## src/rtl/bwd_pkg.sv

```systemverilog
package bwd_pkg;
   localparam int HIT_PREF = 0;
   localparam int HIT_MEM  = 1;
   localparam int HIT_IO   = 2;
   localparam int HIT_VGA  = 3;
   localparam int HIT_W    = 4;
   typedef logic [HIT_W-1:0] hit_vec_t;
   localparam logic [3:0] TYPE_WIDE = 4'h1;
endpackage

```

## src/rtl/bwd_window.sv

```systemverilog
// One base/limit window. The low register holds address bits in [LO_W-1:4]
// and a type code in [3:0]. The upper register extends the address when the
// variant allows it and the type code asks for it.
module bwd_window #(
   parameter int         LO_W     = 16,
   parameter int         GRAN     = 20,
   parameter int         UP_W     = 32,
   parameter int         CMP_W    = 64,
   parameter bit         EXT_EN   = 1'b1,
   parameter logic [3:0] EXT_CODE = 4'h1
) (
   input  logic [LO_W-1:0]  base_lo,
   input  logic [LO_W-1:0]  limit_lo,
   input  logic [UP_W-1:0]  base_up,
   input  logic [UP_W-1:0]  limit_up,
   input  logic             space_en,
   input  logic [CMP_W-1:0] addr,
   output logic             hit
);
   localparam int SPAN = GRAN + LO_W - 4;

   if (SPAN + UP_W != CMP_W) begin : g_bad_width
      $error("bwd_window: SPAN+UP_W must equal CMP_W");
   end
   if (LO_W <= 4) begin : g_bad_lo
      $error("bwd_window: LO_W must exceed the type field");
   end

   logic [UP_W-1:0]  base_ext, limit_ext;
   logic [CMP_W-1:0] lo_bound, hi_bound;
   logic             nonempty, in_range;

   if (EXT_EN) begin : g_ext
      assign base_ext  = (base_lo[3:0]  == EXT_CODE) ? base_up  : '0;
      assign limit_ext = (limit_lo[3:0] == EXT_CODE) ? limit_up : '0;
   end else begin : g_noext
      logic unused_up;
      assign unused_up = ^{base_up, limit_up, base_lo[3:0], limit_lo[3:0]};
      assign base_ext  = '0;
      assign limit_ext = '0;
   end

   assign lo_bound = {base_ext,  base_lo[LO_W-1:4],  {GRAN{1'b0}}};
   assign hi_bound = {limit_ext, limit_lo[LO_W-1:4], {GRAN{1'b1}}};

   always_comb begin
      nonempty = (hi_bound >= lo_bound);
      in_range = (addr >= lo_bound) && (addr <= hi_bound);
      hit      = space_en && nonempty && in_range;
   end
endmodule

```

## src/rtl/bwd_vga_match.sv

```systemverilog
// Fixed legacy display ranges: one memory range and two I/O ranges.
module bwd_vga_match #(
   parameter int          ADDR_W     = 64,
   parameter int          IO_W       = 32,
   parameter logic [63:0] MEM_LO     = 64'h000A_0000,
   parameter logic [63:0] MEM_HI     = 64'h000B_FFFF,
   parameter logic [31:0] IO_A_LO    = 32'h0000_03B0,
   parameter logic [31:0] IO_A_HI    = 32'h0000_03BB,
   parameter logic [31:0] IO_B_LO    = 32'h0000_03C0,
   parameter logic [31:0] IO_B_HI    = 32'h0000_03DF
) (
   input  logic              enable,
   input  logic              is_io,
   input  logic [ADDR_W-1:0] addr,
   output logic              hit
);
   localparam logic [ADDR_W-1:0] M_LO = ADDR_W'(MEM_LO);
   localparam logic [ADDR_W-1:0] M_HI = ADDR_W'(MEM_HI);
   localparam logic [IO_W-1:0]   A_LO = IO_W'(IO_A_LO);
   localparam logic [IO_W-1:0]   A_HI = IO_W'(IO_A_HI);
   localparam logic [IO_W-1:0]   B_LO = IO_W'(IO_B_LO);
   localparam logic [IO_W-1:0]   B_HI = IO_W'(IO_B_HI);

   logic [IO_W-1:0] io_addr;
   logic            mem_in, io_in;

   assign io_addr = addr[IO_W-1:0];

   always_comb begin
      mem_in = (addr >= M_LO) && (addr <= M_HI);
      io_in  = ((io_addr >= A_LO) && (io_addr <= A_HI)) ||
               ((io_addr >= B_LO) && (io_addr <= B_HI));
      hit    = enable && (is_io ? io_in : mem_in);
   end
endmodule

```

## src/rtl/bridge_window_decode.sv

```systemverilog
module bridge_window_decode
   import bwd_pkg::*;
#(
   parameter int ADDR_W   = 64,
   parameter int IO_W     = 32,
   parameter int IO_GRAN  = 12,
   parameter int MEM_GRAN = 20,
   parameter bit IO32_EN  = 1'b1,
   parameter bit PF64_EN  = 1'b1,
   parameter bit VGA_EN   = 1'b1
) (
   input  logic        clk,
   input  logic        rst_n,
   input  logic        cmd_io_en,
   input  logic        cmd_mem_en,
   input  logic        vga_en,
   input  logic [7:0]  io_base_lo,
   input  logic [7:0]  io_limit_lo,
   input  logic [15:0] io_base_hi,
   input  logic [15:0] io_limit_hi,
   input  logic [15:0] mem_base,
   input  logic [15:0] mem_limit,
   input  logic [15:0] pf_base,
   input  logic [15:0] pf_limit,
   input  logic [31:0] pf_base_hi,
   input  logic [31:0] pf_limit_hi,
   input  logic        req_valid,
   output logic        req_ready,
   input  logic        req_is_io,
   input  logic [63:0] req_addr,
   output logic        rsp_valid,
   output logic [3:0]  hit_vec,
   output logic        fwd
);
   localparam int IO_SPAN  = IO_GRAN + 8 - 4;
   localparam int MEM_SPAN = MEM_GRAN + 16 - 4;
   localparam int IO_UP_W  = IO_W - IO_SPAN;
   localparam int MEM_UP_W = ADDR_W - MEM_SPAN;

   if (ADDR_W != 64) begin : g_bad_addr
      $error("bridge_window_decode: port width fixes ADDR_W at 64");
   end
   if (IO_UP_W < 1 || IO_UP_W > 16) begin : g_bad_io
      $error("bridge_window_decode: I/O upper part must be 1..16 bits");
   end
   if (MEM_UP_W < 1 || MEM_UP_W > 32) begin : g_bad_mem
      $error("bridge_window_decode: memory upper part must be 1..32 bits");
   end

   logic     io_hit, mem_hit, pf_hit, vga_hit;
   logic     accept;
   hit_vec_t hit_nxt, hit_q;
   logic     ready_q, rsp_q, fwd_q;

   bwd_window #(
      .LO_W(8), .GRAN(IO_GRAN), .UP_W(IO_UP_W), .CMP_W(IO_W),
      .EXT_EN(IO32_EN), .EXT_CODE(TYPE_WIDE)
   ) u_io_win (
      .base_lo  (io_base_lo),
      .limit_lo (io_limit_lo),
      .base_up  (io_base_hi[IO_UP_W-1:0]),
      .limit_up (io_limit_hi[IO_UP_W-1:0]),
      .space_en (cmd_io_en),
      .addr     (req_addr[IO_W-1:0]),
      .hit      (io_hit)
   );

   bwd_window #(
      .LO_W(16), .GRAN(MEM_GRAN), .UP_W(MEM_UP_W), .CMP_W(ADDR_W),
      .EXT_EN(1'b0), .EXT_CODE(TYPE_WIDE)
   ) u_mem_win (
      .base_lo  (mem_base),
      .limit_lo (mem_limit),
      .base_up  ('0),
      .limit_up ('0),
      .space_en (cmd_mem_en),
      .addr     (req_addr),
      .hit      (mem_hit)
   );

   bwd_window #(
      .LO_W(16), .GRAN(MEM_GRAN), .UP_W(MEM_UP_W), .CMP_W(ADDR_W),
      .EXT_EN(PF64_EN), .EXT_CODE(TYPE_WIDE)
   ) u_pf_win (
      .base_lo  (pf_base),
      .limit_lo (pf_limit),
      .base_up  (pf_base_hi[MEM_UP_W-1:0]),
      .limit_up (pf_limit_hi[MEM_UP_W-1:0]),
      .space_en (cmd_mem_en),
      .addr     (req_addr),
      .hit      (pf_hit)
   );

   if (VGA_EN) begin : g_vga
      bwd_vga_match #(.ADDR_W(ADDR_W), .IO_W(IO_W)) u_vga (
         .enable (vga_en),
         .is_io  (req_is_io),
         .addr   (req_addr),
         .hit    (vga_hit)
      );
   end else begin : g_novga
      logic unused_vga;
      assign unused_vga = vga_en;
      assign vga_hit    = 1'b0;
   end

   if (IO_UP_W < 16) begin : g_io_spare
      logic unused_io_hi;
      assign unused_io_hi = ^{io_base_hi[15:IO_UP_W], io_limit_hi[15:IO_UP_W]};
   end
   if (MEM_UP_W < 32) begin : g_pf_spare
      logic unused_pf_hi;
      assign unused_pf_hi = ^{pf_base_hi[31:MEM_UP_W], pf_limit_hi[31:MEM_UP_W]};
   end

   always_comb begin
      hit_nxt           = '0;
      hit_nxt[HIT_VGA]  = vga_hit;
      hit_nxt[HIT_IO]   = req_is_io  && io_hit;
      hit_nxt[HIT_MEM]  = !req_is_io && mem_hit;
      hit_nxt[HIT_PREF] = !req_is_io && pf_hit;
   end

   assign accept = req_valid && ready_q;

   always_ff @(posedge clk) begin
      if (!rst_n) begin
         ready_q <= 1'b0;
         rsp_q   <= 1'b0;
         hit_q   <= '0;
         fwd_q   <= 1'b0;
      end else begin
         ready_q <= 1'b1;
         rsp_q   <= accept;
         if (accept) begin
            hit_q <= hit_nxt;
            fwd_q <= vga_hit || io_hit && req_is_io ||
                     (mem_hit || pf_hit) && !req_is_io;
         end
      end
   end

   assign req_ready = ready_q;
   assign rsp_valid = rsp_q;
   assign hit_vec   = hit_q;
   assign fwd       = fwd_q;
endmodule

```

## config.mk

```make
export PLATFORM = sky130hd
export DESIGN_NAME = bridge_window_decode
export DESIGN_NICKNAME = d
export VERILOG_FILES = /design/src/rtl/bwd_pkg.sv /design/src/rtl/bwd_window.sv /design/src/rtl/bwd_vga_match.sv /design/src/rtl/bridge_window_decode.sv
export SDC_FILE = /design/constraint.sdc
export NUM_CORES = 1
export LEC_CHECK = 0
export BUFFER_PORTS_ARGS = -buffer_cell sky130_fd_sc_hd__buf_2
export CAP_MARGIN = 20
export CORE_MARGIN = 10
export CORE_UTILIZATION = 50
export DETAILED_ROUTE_END_ITERATION = 8
export HOLD_SLACK_MARGIN = 0.02
export PLACE_DENSITY_LB_ADDON = 0.12
export SLEW_MARGIN = 5
export SYNTH_ARGS = -nofsm -noshare
export SYNTH_HDL_FRONTEND = slang
export SYNTH_HIERARCHICAL = 1
export SYNTH_SLANG_ARGS = --single-unit
export TNS_END_PERCENT = 50
```

## constraint.sdc

```tcl
create_clock -name clk -period 10.4 [get_ports clk]
set_clock_uncertainty 0.05 [all_clocks]
set_input_delay 1.04 -clock clk [delete_from_list [all_inputs] [get_ports clk]]
set_output_delay 1.04 -clock clk [all_outputs]
set_load 0.02 [all_outputs]
```

Yosys cells after proc, flatten, opt, wreduce, memory -nomap -nowiden
Cells that the tools add are included.

Bits in registers: 7. Output and inout bits: 7. Word-level logic and storage cells: 52. Input port bits: 247.

Reduce and logical (&&, ||, !) cells: 23. Mux-type cells: 6. Magnitude comparators: 15. Equality and inequality tests: 4.

Operator list (number): >= comparator 64 bit (2); >= comparator 32 bit (3); >= comparator 32 x 10 -> 1 bit (second input constant) (2); >= comparator 64 x 20 -> 1 bit (second input constant) (1); >= comparator 64 x 32 -> 1 bit (1); less-or-equal comparator 32 x 10 -> 1 bit (second input constant) (2); less-or-equal comparator 64 x 20 -> 1 bit (second input constant) (1); less-or-equal comparator 64 x 32 -> 1 bit (1); less-or-equal comparator 64 bit (1); two-way mux 32 bit (2); less-or-equal comparator 32 bit (1); two-way mux 16 bit (2); logical AND 1 bit (18); equality test 4 x 1 -> 1 bit (second input constant) (4); logical OR 1 bit (4); two-way mux 1 bit (2); logical NOT 1 bit (1).

Longest topological paths before layout
Depth after elaboration: 8. Gate-level depth with buffers: 15.

Modules after synthesis
Netlist, hierarchy kept.

By module, submodules not included: bwd_window (u_pf_win) (area an instance 3364.5 um^2, sequential area each 0.0 um^2, instances 1, cells an instance 478); bwd_window (u_io_win) (area an instance 1551.5 um^2, sequential area each 0.0 um^2, instances 1, cells an instance 220); bwd_window (u_mem_win) (area an instance 1011.0 um^2, sequential area each 0.0 um^2, instances 1, cells an instance 137); bridge_window_decode (area an instance 261.5 um^2, sequential area each 140.1 um^2, instances 1, cells an instance 27); bwd_vga_match (area an instance 203.9 um^2, sequential area each 0.0 um^2, instances 1, cells an instance 27).

Least setup slack after synthesis
No wires, ideal clock.

Path kind: input to register. From: input port pf_base[1]. To: register fwd_q (netlist: fwd). Stages on the path: 14. Setup slack: 6.370 ns. Data arrival time: 3.858 ns. Required time: 10.228 ns. Path through: nor4b_1 clkbuf_1 nand2_1 ha_1 a21oi_1 nand2_1 a221oi_1 o211ai_1 a311o_2 nand4_1 a211oi_2 nor3_1 a21oi_1 o311a_1.

Word-level cells in the longest chain between the ends: 8.

Ends and longest elaborated chain: from (decl) (line bridge_window_decode.sv:23) `input logic [15:0] pf_base,`; equality test 4 x 1 -> 1 bit * (line bwd_window.sv:34) `assign base_ext = (base_lo[3:0] == EXT_CODE) ? base_up : '0;`; two-way mux 32 bit * (line bwd_window.sv:34); >= comparator 64 bit, on equally long branches (line bwd_window.sv:47, bwd_window.sv:48); logical AND 1 bit, on equally long branches (line bwd_window.sv:49, bwd_window.sv:48); logical AND 1 bit * (line bwd_window.sv:49) `hit = space_en && nonempty && in_range;`; net pf_hit (line bridge_window_decode.sv:50) `logic io_hit, mem_hit, pf_hit, vga_hit;`; logical OR 1 bit * (line bridge_window_decode.sv:138) `(mem_hit || pf_hit) && !req_is_io;`; logical AND 1 bit * (line bridge_window_decode.sv:138); logical OR 1 bit * (line bridge_window_decode.sv:137) `fwd_q <= vga_hit || io_hit && req_is_io ||`; to (signal assigned) (line bridge_window_decode.sv:137); to (decl) (line bridge_window_decode.sv:53) `logic ready_q, rsp_q, fwd_q;`.

Mark *: on every way through the listed nets, which the timed path passes. The rest lies on a longest branch. A chain may end at the register's enable or synchronous reset.

Worst setup path in the final report
From: input port pf_limit[1]. To: register hit_q[0] (netlist: hit_vec[0]).

Word-level cells in the longest chain between the ends: 6.

Ends and longest elaborated chain: from (decl) (line bridge_window_decode.sv:24) `input logic [15:0] pf_limit,`; equality test 4 x 1 -> 1 bit * (line bwd_window.sv:35) `assign limit_ext = (limit_lo[3:0] == EXT_CODE) ? limit_up : '0;`; two-way mux 32 bit * (line bwd_window.sv:35); >= comparator 64 bit / less-or-equal comparator 64 bit (equally long branches) (line bwd_window.sv:47, bwd_window.sv:48); logical AND 1 bit, on equally long branches (line bwd_window.sv:49, bwd_window.sv:48); logical AND 1 bit * (line bwd_window.sv:49); net pf_hit (line bridge_window_decode.sv:50); logical AND 1 bit * (line bridge_window_decode.sv:121) `hit_nxt[HIT_PREF] = !req_is_io && pf_hit;`; to (signal assigned) (line bridge_window_decode.sv:136) `hit_q <= hit_nxt;`; to (decl) (line bridge_window_decode.sv:52) `hit_vec_t hit_nxt, hit_q;`.

Marks and branches as above.

==> flow_metrics.py <==
metrics = {
    "die": {
        "ios": 254,
        "start_util_pct": 50.8,
        "chipHeight_um": 133,
        "fp.dieW_um": 133,
        "die_area_mm2": 0.0177,
        "core-area_mm2": 0.0126,
        "rows": 41,
    },
    "cells_and_area": {
        "multi_input_area_mm2": 0.00583,
        "fillers": 1234,
        "drive_gt1_share_pct": 24.2,
        "seqCellArea_um2": 140,
        "fin_area_mm2": 0.00793,
        "final_cells": 1307,
        "area_growth_pct": 24.1,
        "nets": 1606,
    },
    "sta": {
        "hold_viol_final": 0,
        "worst_slack_ns": 6.24,
        "finalSetupTns_ns": 0,
        "fin_crit_sh_pct": 40.0,
        "fin_crit_ns": 4.16,
        "finalSetupViolCount": 0,
        "drv_slew": 0,
        "max-slew-margin-rel_pct": 58.2,
        "max_freq_ghz": 0.240,
        "worst-slew-pin-transition_ns": 0.612,
        "rsz0062_at_grt": "false",
    },
    "routing": {
        "drcViolationCount": 0,
        "vias": 7362,
        "post_drt_wl_per_cell_um": 17.0,
        "ant_nets": 0,
        "drtIter0Drc": 403,
        "wirelength_um": 22200,
        "via_per_inst": 5.63,
        "dr.pass1.iters": 5,
    },
    "critical_path": {
        "reg2reg_to": "fwd",
        "crit_arrival_ns": 4.26,
        "cp-end-kind": "flop",
        "crit_type": "in2reg",
        "ff2ff_path_depth": 2,
        "cp_max_fo": 32,
        "rrSetupSlack_ns": 9.34,
        "worstPathRequired_ns": 10.50,
        "reg2reg_from": "req_ready",
        "startpoint_type": "primary input",
    },
    "clock_network": {
        "clk_pin_slew_ns": 0.03,
        "cts.sinks": 7,
        "cts_max_level": 1,
        "cts_inserted_buffers": 3,
        "ctsResizeCount": 0,
        "cts-root-buf": "clkbuf_16",
        "cts_tree": "yes",
        "clock_latency_ns": 0.23,
        "max-clock-path-buffers": 2,
        "ctsHoldBuffers": 0,
        "cts_post_setup_buffers_inserted": 0,
    },
    "place": {
        "globalplace.congestion": 0.939,
        "placed_area_mm2": 0.00784,
        "dp.final_hpwl_um": 19900,
        "dpl_worst_slack_ns": 6.06,
        "place_inst": 1301,
        "port_buffers": 245,
    },
    "hold_path": {
        "hp-class": "reg2reg",
        "hp-start": "hit_vec[3]",
        "hold_end": "hit_vec[3]",
        "hold_depth": 2,
    },
    "synthesis": {
        "syn-num-nets": 1360,
        "ys_warn_count": 6,
        "synth_area_mm2": 0.00639,
        "synth_cells": 888,
        "synth.avg_cell_area_um2": 7.19,
    },
    "power": {
        "seq_power_share_pct": 8.5,
        "p_comb_share_pct": 72.2,
        "vdd_drop_max_uv": 86.2,
        "p_switching_uw": 147,
        "p_int_uw": 186,
        "p_per_area_mw_per_mm2": 42.0,
        "clkPwrFrac_pct": 19.4,
        "p_leak_uw": 0.00438,
        "switching_share_pct": 44.1,
        "total_power_uw": 333,
    },
    "grt": {
        "grt_antenna_before_repair": 3,
        "track_usage_pct": 23.4,
        "grt_max_degree": 33,
        "first_global_vias": 7465,
        "overflow": 0,
        "grt_pass1_wl_um": 35500,
    },
    "outcome": {
        "outcome": "completed",
    },
    "flow_run": {
        "drv_cap": 0,
    },
}
-- layout make-up --
cell class                      instances  share of cell area (%)
Timing Repair Buffer                  249                    15.9
Multi-Input combinational cell        767                    73.6
Inverter                              106                    5.02
Tap cell                              172                    2.72
Antenna cell                            2                  0.0632
Sequential cell                         7                    1.77
Clock buffer                            4                   0.995
-- metrics by stage --
stage          utilization, %  hold slack (ns)
2_1_floorplan               -            0.487
3_3_place_gp             62.4            0.397
3_5_place_dp             62.4            0.401
4_1_cts                  63.0            0.417
5_1_grt                  63.1            0.451
6_report                 63.1            0.415
-- how the worst max path moves through the flow --
stage | startpoint | end | slack (ns) | cells past startpoint
6_report | pf_limit[1] | hit_vec[0] | 6.24 | 14
2_1_floorplan | pf_base[1] | fwd | 6.37 | 14
5_1_grt | pf_limit[1] | hit_vec[0] | 5.93 | 14
4_1_cts | pf_base[1] | fwd | 6.31 | 15
3_5_place_dp | pf_base[1] | fwd | 6.06 | 15
3_3_place_gp | pf_limit[1] | fwd | 6.09 | 15
-- layer usage --
layer  wire length, µm  track usage, %  vias up  share of wire [%]
li1                  -               -     3819                  -
met1              9710            28.9     3241                 44
met2             10500            41.6      272                 47
met3              1690            4.54       28                7.6
met4               337            3.67        2                1.5
met5                17               0        -              0.076
-- cells in the final DEF (no fill, tap or decap), drive strengths merged, types with 3 or more instances in the layout --
cell and instances:
nor3 9, or4 3, a21oi 88, nand3 24
a22oi 3, nand2 161, a221oi 5, nor4b 9
a21o 22, nand2b 4, a21boi 4, nor2b 4
a2111oi 5, o21ai 34, clkbuf 4, nor2 30
o211ai 3, ha 225, and4 11, nor4 31
inv 106, buf 249, a211oi 12, dfxtp 7
nand4 49
-- power groups by stage --
stage / Sequential (µW) / Clock [µW] / Combinational [µW]
finish: 28.2 / 64.6 / 240
global route: 28.2 / 68.7 / 274
CTS: 28.2 / 65.1 / 238
detailed placement: 28.6 / 0 / 237
global placement: 28.5 / 0 / 232
floorplan: 29.4 / 0 / 130
-- sequential cells by signal, summed over array words and instances, names as in the netlist --
register   cells
fwd            1
hit_vec        4
req_ready      1
rsp_valid      1
-- worst max-delay path, stage by stage --
cell	delay, ns
buf_2	0.10
nor4b_2	0.25
buf_4	0.36
nand2_1	0.13
ha_1	0.31
a21oi_1	0.15
o21ai_0	0.15
a22oi_1	0.21
o211ai_1	0.19
a2111oi_0	0.57
nor2_1	0.12
a211oi_2	0.33
nand4b_1	0.15
a21boi_0	0.19
Power figures use the tool's default switching activity.
